[config.mk]
export PLATFORM = sky130hd
export DESIGN_NAME = vec_issue_seq
export DESIGN_NICKNAME = d
export VERILOG_FILES = /design/src/rtl/vec_issue_seq.sv
export SDC_FILE = /design/constraint.sdc
export NUM_CORES = 1
export LEC_CHECK = 0
export BUFFER_PORTS_ARGS = -buffer_cell sky130_fd_sc_hd__buf_2
export CORE_MARGIN = 2
export CORE_UTILIZATION = 50
export CTS_CLUSTER_DIAMETER = 50
export CTS_CLUSTER_SIZE = 28
export DETAILED_ROUTE_END_ITERATION = 10
export GPL_ROUTABILITY_DRIVEN = 0
export PLACE_DENSITY_LB_ADDON = 0.08
export SYNTH_ARGS = -nofsm -noshare
export SYNTH_HDL_FRONTEND = slang
export SYNTH_SLANG_ARGS = --single-unit
[constraint.sdc]
create_clock -name clk -period 5.2 [get_ports clk]
set_clock_uncertainty 0.05 [all_clocks]
set_input_delay 0.78 -clock clk [delete_from_list [all_inputs] [get_ports clk]]
set_output_delay 0.78 -clock clk [all_outputs]
set_load 0.01 [all_outputs]
[src/rtl/vec_issue_seq.sv]
module vec_issue_seq #(
  parameter int XLEN  = 32,
  parameter int NREG  = 32,
  parameter int NPRED = 4
) (
  input  logic                      clk,
  input  logic                      rst_n,
  input  logic                      start,
  input  logic                      op_fp,
  input  logic [$clog2(NREG)-1:0]   rd,
  input  logic [$clog2(NREG)-1:0]   rs1,
  input  logic [$clog2(NREG)-1:0]   rs2,
  input  logic [NREG-1:0]           vec_tag,
  input  logic [$clog2(XLEN+1)-1:0] vl,
  input  logic [$clog2(XLEN+1)-1:0] dst_len,
  input  logic [NPRED*(2*$clog2(NREG)+3)-1:0] pred_tab,
  output logic [$clog2(NREG)-1:0]   pred_addr,
  input  logic [XLEN-1:0]           pred_data,
  output logic [$clog2(NREG)-1:0]   rs1_addr,
  input  logic [XLEN-1:0]           rs1_data,
  output logic [$clog2(NREG)-1:0]   rs2_addr,
  input  logic [XLEN-1:0]           rs2_data,
  output logic                      wr_en,
  output logic [$clog2(NREG)-1:0]   wr_addr,
  output logic [XLEN-1:0]           wr_data,
  output logic                      busy,
  output logic                      done
);
  localparam int RW = $clog2(NREG);
  localparam int LW = $clog2(XLEN+1);
  localparam int IW = $clog2(XLEN);
  localparam int EW = 2*RW + 3;

  logic          busy_q;
  logic [LW-1:0] idx_q, n_q;
  logic [XLEN-1:0] mask_q;
  logic [RW-1:0] d_q, a_q, b_q;
  logic          vd_q, va_q, vb_q;

  logic          hit, pinv;
  logic [RW-1:0] psel;
  logic [EW-1:0] ent;

  always_comb begin
    hit  = 1'b0;
    pinv = 1'b0;
    psel = '0;
    ent  = '0;
    for (int k = NPRED-1; k >= 0; k--) begin
      ent = pred_tab[k*EW +: EW];
      if (ent[EW-1] && ent[EW-2] == op_fp && ent[EW-3 -: RW] == rd) begin
        hit  = 1'b1;
        psel = ent[RW:1];
        pinv = ent[0];
      end
    end
  end
  assign pred_addr = psel;

  wire          tv_d  = vec_tag[rd];
  wire          tv_a  = vec_tag[rs1];
  wire          tv_b  = vec_tag[rs2];
  wire          allsc = !(tv_d || tv_a || tv_b);
  wire [LW-1:0] m_len = (vl < dst_len) ? vl : dst_len;
  wire [LW-1:0] n_new = allsc ? LW'(1) : ((m_len > LW'(XLEN)) ? LW'(XLEN) : m_len);
  wire [XLEN-1:0] mask_new = (allsc || !hit) ? '1 : (pinv ? ~pred_data : pred_data);

  wire take   = start && !busy_q;
  wire active = take || busy_q;

  wire [LW-1:0]   cur_i    = busy_q ? idx_q  : '0;
  wire [LW-1:0]   cur_n    = busy_q ? n_q    : n_new;
  wire [XLEN-1:0] cur_mask = busy_q ? mask_q : mask_new;
  wire [RW-1:0]   cur_d    = busy_q ? d_q    : rd;
  wire [RW-1:0]   cur_a    = busy_q ? a_q    : rs1;
  wire [RW-1:0]   cur_b    = busy_q ? b_q    : rs2;
  wire            cur_vd   = busy_q ? vd_q   : tv_d;
  wire            cur_va   = busy_q ? va_q   : tv_a;
  wire            cur_vb   = busy_q ? vb_q   : tv_b;

  wire el_ok = cur_i < cur_n;
  wire last  = (cur_i + LW'(1)) >= cur_n;

  assign wr_en    = active && el_ok && cur_mask[cur_i[IW-1:0]];
  assign wr_addr  = cur_d;
  assign rs1_addr = cur_a;
  assign rs2_addr = cur_b;
  assign wr_data  = rs1_data + rs2_data;
  assign done     = active && last;
  assign busy     = busy_q;

  always_ff @(posedge clk) begin
    if (!rst_n) begin
      busy_q <= 1'b0;
      idx_q  <= '0;
      n_q    <= '0;
      mask_q <= '0;
      d_q    <= '0;
      a_q    <= '0;
      b_q    <= '0;
      vd_q   <= 1'b0;
      va_q   <= 1'b0;
      vb_q   <= 1'b0;
    end else if (active) begin
      busy_q <= !last;
      idx_q  <= cur_i + LW'(1);
      d_q    <= cur_d + RW'(cur_vd);
      a_q    <= cur_a + RW'(cur_va);
      b_q    <= cur_b + RW'(cur_vb);
      if (take) begin
        n_q    <= n_new;
        mask_q <= mask_new;
        vd_q   <= tv_d;
        va_q   <= tv_a;
        vb_q   <= tv_b;
      end
    end
  end


  hold_op_chk: assert property (@(posedge clk) disable iff (!rst_n)
    (busy_q && !done) |=> ($stable(n_q) && $stable(mask_q) && $stable(vd_q)));


  idx_bound_chk: assert property (@(posedge clk) disable iff (!rst_n)
    busy_q |-> (idx_q < n_q));


  dst_step_chk: assert property (@(posedge clk) disable iff (!rst_n)
    (busy_q && $past(busy_q)) |-> (d_q == $past(d_q) + RW'($past(vd_q))));


  skip_chk: assert property (@(posedge clk) disable iff (!rst_n)
    (busy_q && !mask_q[idx_q[IW-1:0]]) |-> !wr_en);


  scalar_once_chk: assert property (@(posedge clk) disable iff (!rst_n)
    (start && !busy_q && !(vec_tag[rd] || vec_tag[rs1] || vec_tag[rs2])) |-> (wr_en && done) ##1 !busy_q);


  done_idle_chk: assert property (@(posedge clk) disable iff (!rst_n)
    done |=> !busy_q);
endmodule

==> impl_results.md, run 1 <==
- Reg-to-reg endpoint: busy
- Die area: approximately 14000 µm²
- Placed instance area: 8090 µm²
- Total track usage: 25.3%
- Maximum VDD drop: between 0.0002 and 0.00025 V
- Worst setup SP type: input pin
- Area of the multi-input gates: a little over 5000 µm²
- Worst EP arrival: 4.10 ns
- CTS Buf Count: 9
- Pwr dens: roughly 240 nW/µm²
- Starting Density: around half
- Slew HR: a little under half
- Port buffer count: about 270
- Clk buf depth: 2
- Worst r2r path cells: 11
- Flop-to-flop setup slack: 2.53 ns
- Hold Crit Start: n_q[5]
- PnR worst setup slack: ~0.27 ns
- Slew @ Worst Pin: ~0.80 ns
- Setup violators final: 0
- Fillers: between 1000 and 1500
- Area share of and/or/nand/nor cells after synthesis: 14.6%
- CP Max Fanout: 9
- Initial DRC count: 403
- Clock power frac: around 29%
- Via count: between 6000 and 7000
- Number of synthesized flops with an enable pin: 0
- Result of the run: finished clean
- Avg Cell Area, Syn: 8.75 µm²
- Register Area: between 1000 and 1500 µm²
- Layout Nets: approximately 1300
- Flops & latches, synth: between 60 and 70
- Drc violations: 0
- Post-Synth Adder-Cell Area: roughly a tenth
- Max Cap Viol: 0
- Final Critical Period: 4.93 ns
- NetSw: slightly above 700 µW
- Worst hold path type: reg -> reg
- # rows: 42
- Largest family of logic cells by synthesized area: compound AO/OA/AOI/OAI gates
- Wire per inst: 15.3 µm
- Pre-CTS setup slack: roughly 0.083 ns
- Remaining Overflow, GRT: 0
- Cells after Synth: 757
- Vias in the first global route: 6395
- Fraction of the mapped netlist area in compound gates: 20.3%
- Net Sw Frac: between 30 and 40%
- DR pass1 iterations: 5
- Initial antenna violation count: 0
- Clock root buffer master: clkbuf_16
- Hold path cells: 2
- Min-Delay Endpoint: n_q[5]
- CTS tree: built
- Sinks on Clock Net: 63
- Die Height: 119 µm
- Final period util: between 90% and 100%
- Largest net degree at the start of global routing: ~50
- Worst-path clk slew: roughly 0.050 ns
- Worst hold margin: roughly 0.41 ns
- Detail Route Antenna Nets: 0
- Leakage: approximately 3.9 nW
- ANT cells: 0
- Most common library cells after synthesis: a21oi_1 (63), dfxtp_1 (63), xor2_1 (58)
- XOR/XNOR Fraction of Synth Area: 12.3%
- Vias/cell: between 5 and 6
- Ys flop type: dfxtp_1
- Area grow syn2layout: 27.4%
- Num ports: about 270
- Drt total wl: between 15000 and 20000 µm
- First-pass GRT wire length: 29700 µm
- Clock Latency Late Sink: approximately 0.33 ns
- CP Class: in -> out
- Sequential fraction of the synthesis area: a little under a fifth
- Final HPWL DP: 14500 µm
- Sequential share of power: approximately 28%
- Fin area: approximately 8400 µm²
- Setup crit end kind: primary output
- Synth area leader: dfxtp_1
- H-Tree Depth: 3
- Synthesized cell area: 6620 µm²
- Yosys cell types: slightly above 60
- Slew Viols, Final: 0
- Layout cells sized above 1: around 37%
- Post-synth ARST share: 0%
- R2r startpoint: idx_q[0]
- Synth area leaders: dfxtp_1 (19%), mux4_2 (12%), ha_1 (10%)
- Internal: approximately 1.3 mW
- Top cell type's share of synthesized area: 19.0%
- Post-synthesis mux area share: a little under a fifth
- Yosys warnings: 0
- Core area: 13100 µm²
- Highest Clock Rate: about 200 MHz
- Worst Path Required: 4.37 ns
- Die width: around 120 µm
- Logic pwr share: between 40% and 50%
- Synth Net Count: 1024
- Final Hold Viols: 0
==> cells in the final DEF (no fill, tap or decap), types with 8 or more instances in the layout <==
| cell type | n |
|---|---|
| xor2_1 | 58 |
| o211a_1 | 8 |
| buf_2 | 262 |
| clkbuf_16 | 9 |
| ha_1 | 54 |
| nand2_1 | 54 |
| and2_1 | 9 |
| buf_4 | 16 |
| a21boi_0 | 12 |
| o21ai_0 | 53 |
| xnor2_1 | 35 |
| inv_1 | 28 |
| nor2b_1 | 14 |
| dfxtp_1 | 63 |
| mux2i_1 | 10 |
| mux2_2 | 20 |
| nand3_1 | 21 |
| nor2_1 | 40 |
| o31ai_1 | 9 |
| nor3b_1 | 9 |
| a21o_1 | 11 |
| a21oi_1 | 62 |
| mux4_2 | 34 |
==> area by class of cell <==
cell class | instances | share of cell area, %
multi-input combinational | 621 | 60.0
timing repair buffer | 283 | 17.7
clock buffer | 10 | 2.71
tap | 176 | 2.61
clock inverter | 6 | 0.727
sequential | 63 | 14.9
inverter | 28 | 1.25
==> state kept, by name (all words and copies together) (netlist names) <==
signal and count:
a_q 5, b_q 5, busy 1, d_q 5
idx_q 6, mask_q 32, n_q 6, va_q 1
vb_q 1, vd_q 1
==> worst max path at each step <==
stage	cells after the start	to	start
finish	18	done	rs2[0]
global route	18	wr_en	rd[2]
CTS	18	wr_en	rs1[0]
detailed placement	18	done	rs1[0]
global placement	18	wr_en	rs1[0]
floorplan	16	wr_en	rs1[0]
==> stage by stage <==
stage | utilization (%) | TNS [ns] | power (mW) | instances
finish | 64.5 | 0 | 2.05 | 1187
floorplan | - | 0 | 1.17 | 757
detailed placement | 61.8 | 0 | 1.46 | 1170
global route | 64.5 | -0.0297 | 2.18 | 1187
CTS | 64.1 | 0 | 2.05 | 1186
global placement | 61.8 | 0 | 1.45 | 1170
==> worst max-delay path: stages <==
cell      delay, ns
buf_8          0.12
mux4_2         0.51
mux4_2         0.47
mux2_4         0.31
nor3_4         0.24
buf_6          0.16
a311oi_1       0.06
mux2i_1        0.23
ha_1           0.20
nand2_1        0.05
a21o_1         0.17
a21oi_1        0.13
nor2b_1        0.05
o21ai_0        0.13
nand2b_1       0.09
a21oi_2        0.17
nor2_1         0.07
buf_2          0.15
==> what timing repair did <==
action / 4_1_cts / 5_1_grt
setup endpoints to repair: 0 / 2
setup buffers: 0 / 1
resized for setup: 0 / 15
hold buffers: 0 / 0
hold endpoints to repair: 0 / 0
==> kinds of logic (layout without fill, tap and decap cells) <==
family / count (synthesis) / count (layout)
flops: 63 / 63
buf+inv: 73 / 327
xor+xnor: 93 / 93
fa+ha+maj: 56 / 56
mux: 70 / 70
simple gates: 191 / 191
compound gates: 211 / 211
==> power groups by stage <==
| stage | clock [mW] | sequential, mW | combinational [mW] |
|---|---|---|---|
| after floorplan | 0 | 0.575 | 0.591 |
| after global placement | 0 | 0.591 | 0.857 |
| after detailed placement | 0 | 0.591 | 0.865 |
| after CTS | 0.595 | 0.582 | 0.870 |
| after global routing | 0.611 | 0.590 | 0.977 |
| final | 0.587 | 0.582 | 0.881 |
==> per-layer routing <==
layer	track usage, %	up-vias	wire length [µm]
met2	43.6	221	8710
met3	3.93	31	1080
met1	32.4	3032	7970
li1	-	3285	-
met4	7.89	0	341
met5	0	-	0
Power figures use the tool's default switching activity.
==> run 2: changes to the inputs <==
- ABC_CLOCK_PERIOD_IN_PS: unset -> 5200
- CTS_CLUSTER_SIZE: 28 -> unset
- PLACE_DENSITY: unset -> 0.88
- PLACE_DENSITY_LB_ADDON: 0.08 -> unset
==> impl_results.md, run 2 (synthesized netlist as in run 1, its figures left out) <==
- Die Height: 119 µm (unchanged)
- CP max-delay cell: mux4_2
- Min-Delay Endpoint: b_q[1]
- Clk buf depth: 2 (unchanged)
- Starting Density: 50.6% (unchanged)
- Vias/cell: 5.77 (+4.3%)
- Non-filler cells, final: 1187 (unchanged)
- Detail Route Antenna Nets: 0 (unchanged)
- Max reg flops: 32 (unchanged)
- Result of the run: finished clean
- H-Tree Depth: 3 (unchanged)
- Drc violations: 0 (unchanged)
- Flop-to-flop setup slack: 2.40 ns (-0.13 ns)
- Reg-to-reg endpoint: busy
- Final Hold Viols: 0 (unchanged)
- Initial DRC count: 418 (+3.7%)
- DR pass1 iterations: 4 (-1)
- Via count: 6851 (+4.3%)
- Final core utilization: 65.1% (+0.57 points)
- Crit-path leading delay family: multiplexers
- Vias in the first global route: 6558 (+2.5%)
- Slew @ Worst Pin: 0.946 ns (+0.147 ns)
- Top Registers: mask_q (32), idx_q (6), n_q (6)
- Layout Nets: 1273 (unchanged)
- Initial antenna violation count: 1 (+1)
- Pre-CTS setup slack: -0.0439 ns (-0.127 ns)
- R2r startpoint: busy
- Most frequent cells in the layout: buf_2 (261), dfxtp_1 (63), a21oi_1 (60)
- Setup violators final: 0 (unchanged)
- Worst EP arrival: 4.32 ns (+0.22 ns)
- Worst hold path type: reg -> reg
- Setup crit end kind: primary output
- Die area: 14200 µm² (unchanged)
- Wire per inst: 16.8 µm (+10%)
- Worst Path Required: 4.37 ns (about the same)
- Worst-path clk slew: 0.05 ns (about the same)
- Core area: 13100 µm² (unchanged)
- PnR worst setup slack: 0.0496 ns (-0.217 ns)
- Maximum VDD drop: 0.000214 V (-7.6%)
- CP Max Fanout: 9 (unchanged)
- Clock root buffer master: clkbuf_16
- Final HPWL DP: 15100 µm (+4.4%)
- Final Critical Period: 5.15 ns (+0.217 ns)
- Port buffer count: 265 (unchanged)
- Clock Latency Late Sink: 0.33 ns (about the same)
- Area grow syn2layout: 28.6%
- Die width: 119 µm (unchanged)
- Placed Cells incl. Taps: 1167 (-0.26%)
- Commonest non-fill, non-tap cell in the layout: buf_2
- Max Cap Viol: 0 (unchanged)
- ANT cells: 0 (unchanged)
- Leakage: 3.92 nW (+0.36%)
- Highest Clock Rate: 194 MHz (-4.2%)
- Remaining Overflow, GRT: 0 (unchanged)
- Largest Register: mask_q
- Largest net degree at the start of global routing: 65 (+33%)
- Total track usage: 26.3% (+1.0 points)
- Sinks on Clock Net: 63 (unchanged)
- Worst setup SP type: input pin
- CTS tree: built
- Slew Viols, Final: 0 (unchanged)
- Drt total wl: 20000 µm (+10%)
- CTS Buf Count: 9 (unchanged)
- Hold path cells: 2 (unchanged)
- CP Class: in -> out
- CP Cell Sequence: buf_8 -> mux4_2 -> mux4_2 -> mux2_4 -> nor3_4 -> buf_6 -> a311oi_2 -> mux2i_1 -> ha_1 -> nor2b_1 -> o21ai_1 -> nand2b_1 -> a21oi_1 -> nor2b_1 -> o21ai_1 -> o211ai_1 -> a211oi_2 -> buf_2
- Worst hold margin: 0.412 ns (-0.000879 ns)
- Pwr dens: 248 nW/µm² (+2.2%)
- Buffers & Inverters on Critical Path: 3 (unchanged)
- Setup TNS: 0 ns (unchanged)
- First-pass GRT wire length: 30600 µm (+3.1%)
- Post-CTS Hold Buffers: 0 (unchanged)
- Layout cells sized above 1: 37.6% (+0.69 points)
- Worst r2r path cells: 11 (unchanged)
- Final period util: 99.0% (+4.2 points)
- Slew HR: 36.9% (-9.7 points)
- Num ports: 266 (unchanged)
- # rows: 42 (unchanged)
- CP peak stage delay: 0.55 ns (+0.04 ns)
- Hold Crit Start: b_q[1]
[run 2: worst max-delay path by stage]
stage                  to    from  depth (start not counted)
floorplan           wr_en  rs1[0]                         16
global placement    wr_en  rs1[0]                         17
detailed placement  wr_en  rs1[0]                         17
CTS                 wr_en  rs1[0]                         17
global route        wr_en  rs1[0]                         18
finish              wr_en  rs1[0]                         18
[run 2: repair_timing]
action,4_1_cts,5_1_grt
pin swaps,0,8
gates resized for setup,5,21
buffers inserted,4,0
setup endpoints to repair,2,2
cloned,0,1
[run 2: final cells by class]
cell class	instances	area [µm²]
clock buffer	10	239
clock inverter	6	68.8
fill	1040	4570
inverter	28	105
multi-input combinational	621	5100
sequential	63	1260
tap	176	220
timing repair buffer	283	1520
[run 2: metal layers]
metal  vias to the layer above  wire length (µm)  global-route usage [%]
li1                       3284                 -                       -
met1                      3140              7930                    31.6
met2                       359              9950                    47.4
met3                        66              1430                    3.88
met4                         2               675                    9.38
met5                         -                13                       0
[run 2: per-stage QoR]
step,cell area [µm²],power [mW]
detailed placement,8070,1.46
CTS,8420,2.09
global placement,8070,1.43
global route,8510,2.23
finish,8510,2.11
floorplan,6620,1.17
[run 2: worst register-to-register path: stages (launching register included)]
cell and delay, ns:
dfxtp_1 0.81, nand2_1 0.22, inv_1 0.18, ha_1 0.27, ha_1 0.29, a21o_1 0.19
a21oi_2 0.12, nor2b_1 0.06, o21ai_1 0.13, nand2b_1 0.08, a21oi_2 0.18, and3_1 0.17
[run 2: power breakdown]
part | total (mW) | leakage, nW | internal (mW) | switching [mW]
Combinational | 0.907 | 3.25 | 0.439 | 0.468
Clock | 0.614 | 0.149 | 0.386 | 0.228
Sequential | 0.593 | 0.523 | 0.545 | 0.0480
Total | 2.11 | 3.92 | 1.37 | 0.744
